`config.mk`:
```
export PLATFORM = sky130hd
export DESIGN_NAME = lsm_addr_seq
export DESIGN_NICKNAME = d
export VERILOG_FILES = /design/src/rtl/lsm_pkg.sv /design/src/rtl/lsm_popcount.sv /design/src/rtl/lsm_lowest_pick.sv /design/src/rtl/lsm_addr_calc.sv /design/src/rtl/lsm_addr_seq.sv
export SDC_FILE = /design/constraint.sdc
export NUM_CORES = 1
export LEC_CHECK = 0
export ABC_AREA = 0
export BUFFER_PORTS_ARGS = -buffer_cell sky130_fd_sc_hd__buf_4
export CAP_MARGIN = 10
export CORE_AREA = 2 2 141 143
export CTS_BUF_LIST = sky130_fd_sc_hd__clkbuf_4
export CTS_CLUSTER_SIZE = 20
export DETAILED_ROUTE_END_ITERATION = 10
export DIE_AREA = 0 0 143 145
export GPL_ROUTABILITY_DRIVEN = 0
export PLACE_DENSITY = 0.68
export SLEW_MARGIN = 20
export SYNTH_ARGS = -nofsm -noshare
export SYNTH_HDL_FRONTEND = slang
export SYNTH_SLANG_ARGS = --single-unit
```
`constraint.sdc`:
```
create_clock -name clk -period 2.69 [get_ports clk]
set_input_delay 0.1345 -clock clk [delete_from_list [all_inputs] [get_ports clk]]
set_output_delay 0.1345 -clock clk [all_outputs]
set_load 0.05 [all_outputs]
```
`src/rtl/lsm_pkg.sv`:
```
package lsm_pkg;
  typedef enum logic [1:0] {
    LSM_INC_AFTER  = 2'd0,
    LSM_INC_BEFORE = 2'd1,
    LSM_DEC_AFTER  = 2'd2,
    LSM_DEC_BEFORE = 2'd3
  } lsm_mode_e;

  typedef enum logic [1:0] {
    SEQ_IDLE   = 2'd0,
    SEQ_RUN    = 2'd1,
    SEQ_FINISH = 2'd2
  } seq_state_e;
endpackage

```
`src/rtl/lsm_popcount.sv`:
```
module lsm_popcount #(
  parameter int N  = 16,
  parameter int CW = $clog2(N + 1)
) (
  input  logic [N-1:0]  mask,
  output logic [CW-1:0] count
);
  function automatic logic [CW-1:0] ones_in(input logic [N-1:0] m);
    logic [CW-1:0] acc;
    acc = '0;
    for (int i = 0; i < N; i++) acc = acc + CW'(m[i]);
    return acc;
  endfunction

  assign count = ones_in(mask);
endmodule

```
`src/rtl/lsm_lowest_pick.sv`:
```
module lsm_lowest_pick #(
  parameter int N  = 16,
  parameter int IW = $clog2(N)
) (
  input  logic [N-1:0]  remain,
  output logic [N-1:0]  grant,
  output logic [IW-1:0] idx,
  output logic          any,
  output logic          single
);
  logic [N:0] seen;
  assign seen[0] = 1'b0;

  for (genvar g = 0; g < N; g++) begin : g_chain
    assign grant[g]  = remain[g] & ~seen[g];
    assign seen[g+1] = seen[g] | remain[g];
  end

  always_comb begin
    idx = '0;
    for (int i = 0; i < N; i++)
      if (grant[i]) idx = idx | IW'(i);
  end

  assign any    = seen[N];
  assign single = any && ((remain & ~grant) == '0);
endmodule

```
`src/rtl/lsm_addr_calc.sv`:
```
module lsm_addr_calc
  import lsm_pkg::*;
#(
  parameter int AW = 32,
  parameter int CW = 5,
  parameter int WB = 4
) (
  input  logic [AW-1:0] base,
  input  lsm_mode_e     mode,
  input  logic [CW-1:0] cnt,
  output logic [AW-1:0] first_addr,
  output logic [AW-1:0] wb_value
);
  function automatic logic [AW-1:0] span_of(input logic [CW-1:0] c);
    return AW'(c) * AW'(WB);
  endfunction

  function automatic logic [AW-1:0] first_of(input logic [AW-1:0] b, input lsm_mode_e m,
                                             input logic [CW-1:0] c);
    case (m)
      LSM_INC_AFTER:  return b;
      LSM_INC_BEFORE: return b + AW'(WB);
      LSM_DEC_AFTER:  return b - span_of(c) + AW'(WB);
      default:        return b - span_of(c);
    endcase
  endfunction

  function automatic logic [AW-1:0] final_of(input logic [AW-1:0] b, input lsm_mode_e m,
                                             input logic [CW-1:0] c);
    if (m == LSM_INC_AFTER || m == LSM_INC_BEFORE) return b + span_of(c);
    return b - span_of(c);
  endfunction

  assign first_addr = first_of(base, mode, cnt);
  assign wb_value   = final_of(base, mode, cnt);
endmodule

```
`src/rtl/lsm_addr_seq.sv`:
```
module lsm_addr_seq
  import lsm_pkg::*;
#(
  parameter int NREG       = 16,
  parameter int ADDR_W     = 32,
  parameter int WORD_BYTES = 4,
  parameter int IDX_W      = $clog2(NREG),
  localparam int CNT_W     = $clog2(NREG + 1)
) (
  input  logic              clk,
  input  logic              rst_n,
  input  logic              start_i,
  input  logic [NREG-1:0]   mask_i,
  input  logic [ADDR_W-1:0] base_i,
  input  logic [1:0]        mode_i,
  input  logic              load_i,
  input  logic              sbit_i,
  input  logic              wback_i,
  input  logic              ready_i,
  output logic              busy_o,
  output logic              req_o,
  output logic [ADDR_W-1:0] req_addr_o,
  output logic [IDX_W-1:0]  req_idx_o,
  output logic              load_o,
  output logic              user_bank_o,
  output logic              done_o,
  output logic              wb_en_o,
  output logic [ADDR_W-1:0] wb_value_o,
  output logic              status_restore_o
);
  seq_state_e        state_q;
  logic [NREG-1:0]   remain_q;
  logic [ADDR_W-1:0] addr_q;
  logic [ADDR_W-1:0] wbv_q;
  logic              load_q, user_q, wen_q, restore_q;

  logic [CNT_W-1:0]  mask_cnt;
  logic [ADDR_W-1:0] first_addr, final_base;
  logic [NREG-1:0]   grant;
  logic [IDX_W-1:0]  pick_idx;
  logic              pick_any, pick_single;

  // named internal events
  logic start_ok, accept, last_accept, mask_empty;

  lsm_popcount #(.N(NREG), .CW(CNT_W)) u_cnt (.mask(mask_i), .count(mask_cnt));

  lsm_addr_calc #(.AW(ADDR_W), .CW(CNT_W), .WB(WORD_BYTES)) u_calc (
    .base(base_i), .mode(lsm_mode_e'(mode_i)), .cnt(mask_cnt),
    .first_addr(first_addr), .wb_value(final_base)
  );

  lsm_lowest_pick #(.N(NREG), .IW(IDX_W)) u_pick (
    .remain(remain_q), .grant(grant), .idx(pick_idx),
    .any(pick_any), .single(pick_single)
  );

  assign start_ok    = start_i && (state_q == SEQ_IDLE);
  assign mask_empty  = (mask_i == '0);
  assign req_o       = (state_q == SEQ_RUN) && pick_any;
  assign accept      = req_o && ready_i;
  assign last_accept = accept && pick_single;

  always_ff @(posedge clk or negedge rst_n) begin
    if (!rst_n) begin
      state_q   <= SEQ_IDLE;
      remain_q  <= '0;
      addr_q    <= '0;
      wbv_q     <= '0;
      load_q    <= 1'b0;
      user_q    <= 1'b0;
      wen_q     <= 1'b0;
      restore_q <= 1'b0;
    end else begin
      case (state_q)
        SEQ_IDLE: if (start_ok) begin
          state_q   <= mask_empty ? SEQ_FINISH : SEQ_RUN;
          remain_q  <= mask_i;
          addr_q    <= first_addr;
          wbv_q     <= final_base;
          load_q    <= load_i;
          user_q    <= sbit_i && !(load_i && mask_i[NREG-1]);
          wen_q     <= wback_i;
          restore_q <= load_i && sbit_i && mask_i[NREG-1];
        end
        SEQ_RUN: if (accept) begin
          remain_q <= remain_q & ~grant;
          addr_q   <= addr_q + ADDR_W'(WORD_BYTES);
          if (pick_single) state_q <= SEQ_FINISH;
        end
        default: state_q <= SEQ_IDLE;
      endcase
    end
  end

  assign busy_o           = (state_q != SEQ_IDLE);
  assign done_o           = (state_q == SEQ_FINISH);
  assign req_addr_o       = addr_q;
  assign req_idx_o        = pick_idx;
  assign load_o           = busy_o && load_q;
  assign user_bank_o      = busy_o && user_q;
  assign wb_en_o          = done_o && wen_q;
  assign wb_value_o       = wbv_q;
  assign status_restore_o = done_o && restore_q;

  // address steps by one word after an accepted, non-final access
  assert_addr_step_R6: assert property (@(posedge clk) disable iff (!rst_n)
    (accept && !last_accept) |=> (req_o && req_addr_o == $past(req_addr_o) + ADDR_W'(WORD_BYTES)));
  // ascending register order
  assert_idx_rise_R6: assert property (@(posedge clk) disable iff (!rst_n)
    (accept && !last_accept) |=> (req_idx_o > $past(req_idx_o)));
  // a stall holds the offered access
  assert_stall_hold_R6: assert property (@(posedge clk) disable iff (!rst_n)
    (req_o && !ready_i) |=> (req_o && $stable(req_addr_o) && $stable(req_idx_o)));
  // done follows the last acceptance and lasts one cycle
  assert_done_after_last_R7: assert property (@(posedge clk) disable iff (!rst_n)
    last_accept |=> (done_o && !req_o));
  assert_done_pulse_R7: assert property (@(posedge clk) disable iff (!rst_n)
    done_o |=> (!done_o && !busy_o));
  // writeback only with done
  assert_wb_with_done_R8: assert property (@(posedge clk) disable iff (!rst_n)
    wb_en_o |-> done_o);
  // empty mask finishes without any access
  assert_empty_done_R9: assert property (@(posedge clk) disable iff (!rst_n)
    (start_ok && mask_empty) |=> (done_o && !req_o));
  // status restore only with done on a load
  assert_restore_R10: assert property (@(posedge clk) disable iff (!rst_n)
    status_restore_o |-> (done_o && load_o));
  // captured writeback value does not move while busy
  assert_busy_ignore_R12: assert property (@(posedge clk) disable iff (!rst_n)
    busy_o |=> $stable(wb_value_o));
endmodule

```
After elaboration in Yosys (flattened, before gate mapping). Cells that the tools add are included.

Bitwise operators: 47. Muxes and demuxes: 30. Add/subtract/negate cells: 20. Reduce and logical (&&, ||, !) cells: 23. Eq/ne operators: 7.

Operators with widths (count): two-way mux 32 bit (4); adder 32 x 3 -> 32 bit (second input constant) (3); one-hot mux 32 bit (3 select lines) (1); adder 5 x 1 -> 5 bit (14); one-hot mux 32 bit (2 select lines) (1); adder 32 x 7 -> 32 bit (1); zero test 16 bit (2); two-way mux 16 bit (2); two-way mux 4 bit (8); one-hot mux 16 bit (2 select lines) (1); subtractor 32 x 7 -> 32 bit (1); AND 16 bit (1); inverter 16 bit (1); AND 1 bit (15); inverter 1 bit (15); bitwise OR 1 bit (15); logical AND 1 bit (12); two-way mux 2 bit (6); two-way mux 3 bit (4); inequality test 2 bit (second input constant) (3); AND reduction 3 bit (2); equality test 2 x 1 -> 1 bit (second input constant) (2); equality test 2 bit (second input constant) (2); zero test 2 bit (2); 7 further kinds (9).

Register bits: 86. Input port bits: 57. Logic and storage cells: 135. Output and inout bits: 75.

Depth between registers and ports, before layout.
Depth in word-level cells: 23. Mapped depth: 28. Depth with buffers taken out: 26.

By module. Synthesis repeated with hierarchy kept, for this count alone.

Cell total of the unflattened synthesis: 1142. Area, all modules: 8552.0 um^2.

Modules (own cells, without submodules): lsm_addr_seq (times used 1, sequential area each 2152.1 um^2, area an instance 4205.3 um^2, cells an instance 487); lsm_addr_calc (times used 1, sequential area each 0.0 um^2, area an instance 3479.6 um^2, cells an instance 535); lsm_lowest_pick (times used 1, sequential area each 0.0 um^2, area an instance 459.2 um^2, cells an instance 73); lsm_popcount (times used 1, sequential area each 0.0 um^2, area an instance 407.9 um^2, cells an instance 47).

Least setup slack after synthesis. Ideal clock, no wire load.

Kind: input to register. Start point: input mask_i[0]. End point: register addr_q[24], in the netlist req_addr_o[24]. Path slack: -3.747 ns. Arrival: 6.372 ns. Setup time: 0.065 ns. Cell stages on the path: 21. Path buffers: 1. Data required time: 2.625 ns. Cell sequence: inv_1 -> ha_1 -> inv_1 -> fa_1 -> fa_1 -> fa_1 -> fa_1 -> fa_1 -> fa_1 -> inv_1 -> ha_1 -> or2_2 -> a2111oi_4 -> nor2_1 -> xnor2_1 -> or4_1 -> buf_6 -> or4_1 -> mux2i_1 -> a211o_1 -> nand2_1.

Word-level cells in the longest chain between the ends: 20.

RTL lines: start: declaration (RTL line lsm_addr_seq.sv:13) `input logic [NREG-1:0] mask_i,`; adder 1 x 1 -> 2 bit * (RTL line lsm_popcount.sv:11) `for (int i = 0; i < N; i++) acc = acc + CW'(m[i]);`; adder 5 x 1 -> 5 bit * (14 in a row) (RTL line lsm_popcount.sv:11); subtractor 32 x 7 -> 32 bit * (RTL line lsm_addr_calc.sv:23, lsm_addr_calc.sv:24); adder 32 x 3 -> 32 bit (RTL line lsm_addr_calc.sv:23) `LSM_DEC_AFTER: return b - span_of(c) + AW'(WB);`; one-hot mux 32 bit (3 select lines) * (RTL line lsm_addr_calc.sv:20) `case (m)`; two-way mux 32 bit * (RTL line lsm_addr_seq.sv:76) `SEQ_IDLE: if (start_ok) begin`; one-hot mux 32 bit (2 select lines) * (RTL line lsm_addr_seq.sv:75) `case (state_q)`; end signal: assignment (RTL line lsm_addr_seq.sv:79) `addr_q <= first_addr;`; end signal: assignment (RTL line lsm_addr_seq.sv:88) `addr_q <= addr_q + ADDR_W'(WORD_BYTES);`; end: declaration (RTL line lsm_addr_seq.sv:33) `logic [ADDR_W-1:0] addr_q;`.

Mark *: on every way between the ends. The rest lies on a longest branch, timed or not. The select of a mux whose other input is x is not followed. A chain may end at the register's enable or synchronous reset.

Worst setup path in the final report. Ends and elaborated chain as after synthesis.

==> results.py <==
metrics = {
    "layout": {
        "n_fill_cell": 1395,
        "syn_to_final_growth_pct": 58.9,
        "seqCellArea_mm2": 0.00215,
        "multi_input_area_mm2": 0.00726,
        "post-route-util_pct": 70.8,
        "drive_above_1_share_pct": 42.9,
        "nNetsFinal": 1594,
        "final_area_mm2": 0.0136,
    },
    "clock_tree": {
        "cts_sinks": 86,
        "cts_root_buf": "clkbuf_4",
        "cts_htree_levels": 3,
        "clock_latency_ns": 0.51,
        "cts_buffers": 9,
        "path_clk_slew_ns": 0.16,
        "cts_max_path_buffers": 2,
        "cts_tree": "done",
    },
    "yosys": {
        "avgSynthCellArea_um2": 7.49,
        "ys_seq_area_share_pct": 25.1,
        "synth_cells": 1142,
        "ys_ff_latch": 86,
        "synth_ff_type": "dfrtp_1",
        "synthDistinctLibCells": 80,
        "synth.net_count": 1235,
        "async_flop_share_pct": 100,
        "synth-edff-count": 0,
        "synth_area_mm2": 0.00856,
        "ys_warn_count": 0,
    },
    "route": {
        "drc_errors": 0,
        "route.detailed.wl_per_inst_um": 20.7,
        "routed_wl_um": 36700,
        "vias": 10900,
        "drt_first_pass_iters": 6,
        "avgViaCountPerCell": 6.17,
        "dr.first_iter.drc_count": 1186,
        "final_antenna_net_count": 0,
    },
    "global_routing": {
        "grt_pass1_wl_um": 53500,
        "antenna_found_initial": 1,
        "grt_pass1_vias": 10100,
        "grt_start_max_net_pins": 63,
        "groute.usage.overall_pct": 32.3,
        "overflow": 0,
    },
    "sta": {
        "fin_crit_ns": 6.07,
        "setup_viol": 60,
        "timing.final.crit_share_pct": 226,
        "clock.fmax_mhz": 165,
        "worstMarginPinSlew_ns": 0.840,
        "worst_clock_skew_ns": 0.0269,
        "slew_headroom_pct": 44.0,
        "worst_slack_ns": -3.38,
        "slew_viol_final": 0,
        "rsz0062_at_grt": "yes",
        "finalHoldViolCount": 0,
        "fin_tns_setup_ns": -164.25,
    },
    "worst_setup_path": {
        "reg2regPathDepth": 9,
        "crit-reg2reg-launch": "req_addr_o[15]",
        "r2r_slack_ns": -0.01,
        "cp_slowest_stage_delay_ns": 0.56,
        "start_kind": "primary input",
        "crit_fanout": 4,
        "arrival_ns": 6.52,
        "startpoint": "mask_i[0]",
        "worstSetupPathType": "primary input to flip-flop",
        "endpoint_kind": "flip-flop",
        "worstPathCellList": "buf_12, inv_12, ha_4, inv_2, fa_1, fa_2, fa_1, fa_1, fa_2, fa_2, nor2b_1, o21a_1, inv_2, ha_4, nor4b_4, nand4_1, nand2b_4, or4_4, a211o_1, or4_4, mux2i_2, a211o_1, nand2_1",
        "rr_endpoint": "req_addr_o[29]",
        "critPathSlowestCell": "fa_1",
        "cp.required_ns": 3.15,
    },
    "pwr": {
        "power.share.sequential_pct": 15.8,
        "switchingPower_uw": 8240,
        "power_density_mw_per_mm2": 1150,
        "peakVddDrop_uv": 720,
        "switching_share_pct": 52.8,
        "p_leak_uw": 0.00578,
        "combPwrFrac_pct": 78.9,
        "internal_power_uw": 7360,
        "p_clk_share_pct": 5.3,
        "p_total_uw": 15600,
    },
    "placed_design": {
        "dpl.hpwl_um": 24400,
        "io_buffers": 131,
        "place_area_mm2": 0.0117,
        "dp_slack_ns": -3.96,
    },
    "die": {
        "die_w_um": 143,
        "io-pin-count": 132,
        "fp.dieH_um": 145,
        "core-area_mm2": 0.0192,
        "rows": 51,
        "start_util_pct": 44.6,
        "dieArea_mm2": 0.0207,
    },
    "hold_path": {
        "worstHoldStart": "base_i[25]",
        "hold_class": "primary input to flip-flop",
        "whs_path_depth": 3,
        "min_to": "wb_value_o[25]",
    },
    "outcome": {
        "status": "complete, but fails checks",
        "violations": "negative setup slack",
    },
    "job": {
        "cap_violations": 0,
    },
}
## routing by layer
metal | track usage [%] | vias up | routed length [um]
li1 | - | 4842 | -
met1 | 44.6 | 5203 | 14400
met2 | 52.1 | 712 | 17200
met3 | 4.26 | 175 | 3320
met4 | 10.9 | 0 | 1700
met5 | 0 | - | 0
## critical path, delay by kind of cell
| kind | cells | cell delay, ns |
|---|---|---|
| adder cells (fa/ha/maj) | 8 | 3.21 |
| multiplexers | 1 | 0.17 |
| AND/OR/NAND/NOR | 7 | 2.07 |
| buffers and inverters | 4 | 0.21 |
| AO/OA/AOI/OAI | 3 | 0.74 |
## placed cells by master (no fill, tap or decap), types with 10 or more instances in the layout
cell           count
xnor2_1           34
nor2b_1           10
inv_1             44
nand2_1          147
nor3_1            23
xor2_1            29
nand3_1           39
a21oi_2           13
xnor2_2           16
buf_4            345
or3_1             12
buf_6             52
dfrtp_1           85
o21ai_0           55
dlygate4sd3_1     21
nor2_1            70
a31oi_1           13
nand4_1           16
o21ai_1           37
nor4_4            15
o21ai_2           10
ha_1              14
a21oi_1           75
## final cells by class
cell class,instances,share of cell area [%]
Antenna cell,1,0.0184
Clock buffer,9,0.497
Clock inverter,7,0.525
Inverter,54,1.67
Multi-Input combinational cell,926,53.4
Sequential cell,86,15.8
Tap cell,265,2.44
Timing Repair Buffer,424,25.6
## kinds of logic after synthesis
family / Yosys count / share of synthesized area [%]
AO/OA/AOI/OAI: 335 / 24.8
XOR/XNOR: 83 / 8.50
adder cells (fa/ha/maj): 38 / 6.55
buffers and inverters: 130 / 6.04
flip-flops: 86 / 25.1
multiplexers: 7 / 0.848
AND/OR/NAND/NOR: 463 / 28.1
## through the flow
step / hold slack (ns) / std cells
final: 0.0233 / 1772
after floorplan: -0.161 / 1142
after CTS: 0.00822 / 1750
after detailed placement: 0.0686 / 1691
after global placement: 0.0680 / 1691
after global routing: 0.0259 / 1772
## worst max path at each step
stage | endpoint | slack [ns]
floorplan | req_addr_o[30] | -3.58
global placement | req_addr_o[29] | -3.89
detailed placement | req_addr_o[30] | -3.96
CTS | req_addr_o[29] | -3.23
global route | req_addr_o[29] | -3.49
finish | req_addr_o[24] | -3.38
## cell usage after synthesis (all sizes together) (24+ instances only)
cell | count | share of area [%]
nand2 | 161 | 7.2
o21ai | 104 | 6.1
a21oi | 93 | 5.4
dfrtp | 86 | 25
nor2 | 83 | 3.6
clkbuf | 57 | 2.5
inv | 53 | 2.3
xnor2 | 51 | 5.2
nand3 | 46 | 2.7
nor3 | 35 | 2.3
xor2 | 32 | 3.3
nor4 | 25 | 3.2
ha | 24 | 3.5
## repair_timing
item | CTS | global route
setup endpoints to repair | 60 | 77
gates resized for setup | 169 | 103
pin swaps | 104 | 67
cloned | 0 | 0
endpoints found under the hold margin | 109 | 0
hold buffers | 21 | 0
setup buffers | 26 | 27
## state kept, by name, summed over array words and instances (netlist names)
signal / flops
wb_value_o: 32
user_q: 1
load_q: 1
state_q: 2
restore_q: 1
remain_q: 16
req_addr_o: 32
wen_q: 1
## power by group through the flow
| stage | combinational [uW] | sequential, uW | clock (uW) |
|---|---|---|---|
| CTS | 10700 | 2410 | 832 |
| finish | 12300 | 2460 | 829 |
| floorplan | 4420 | 3890 | 0 |
| global placement | 9300 | 2420 | 0 |
| global route | 12900 | 2530 | 889 |
| detailed placement | 9470 | 2440 | 0 |
(Power assumes the default switching activity.)
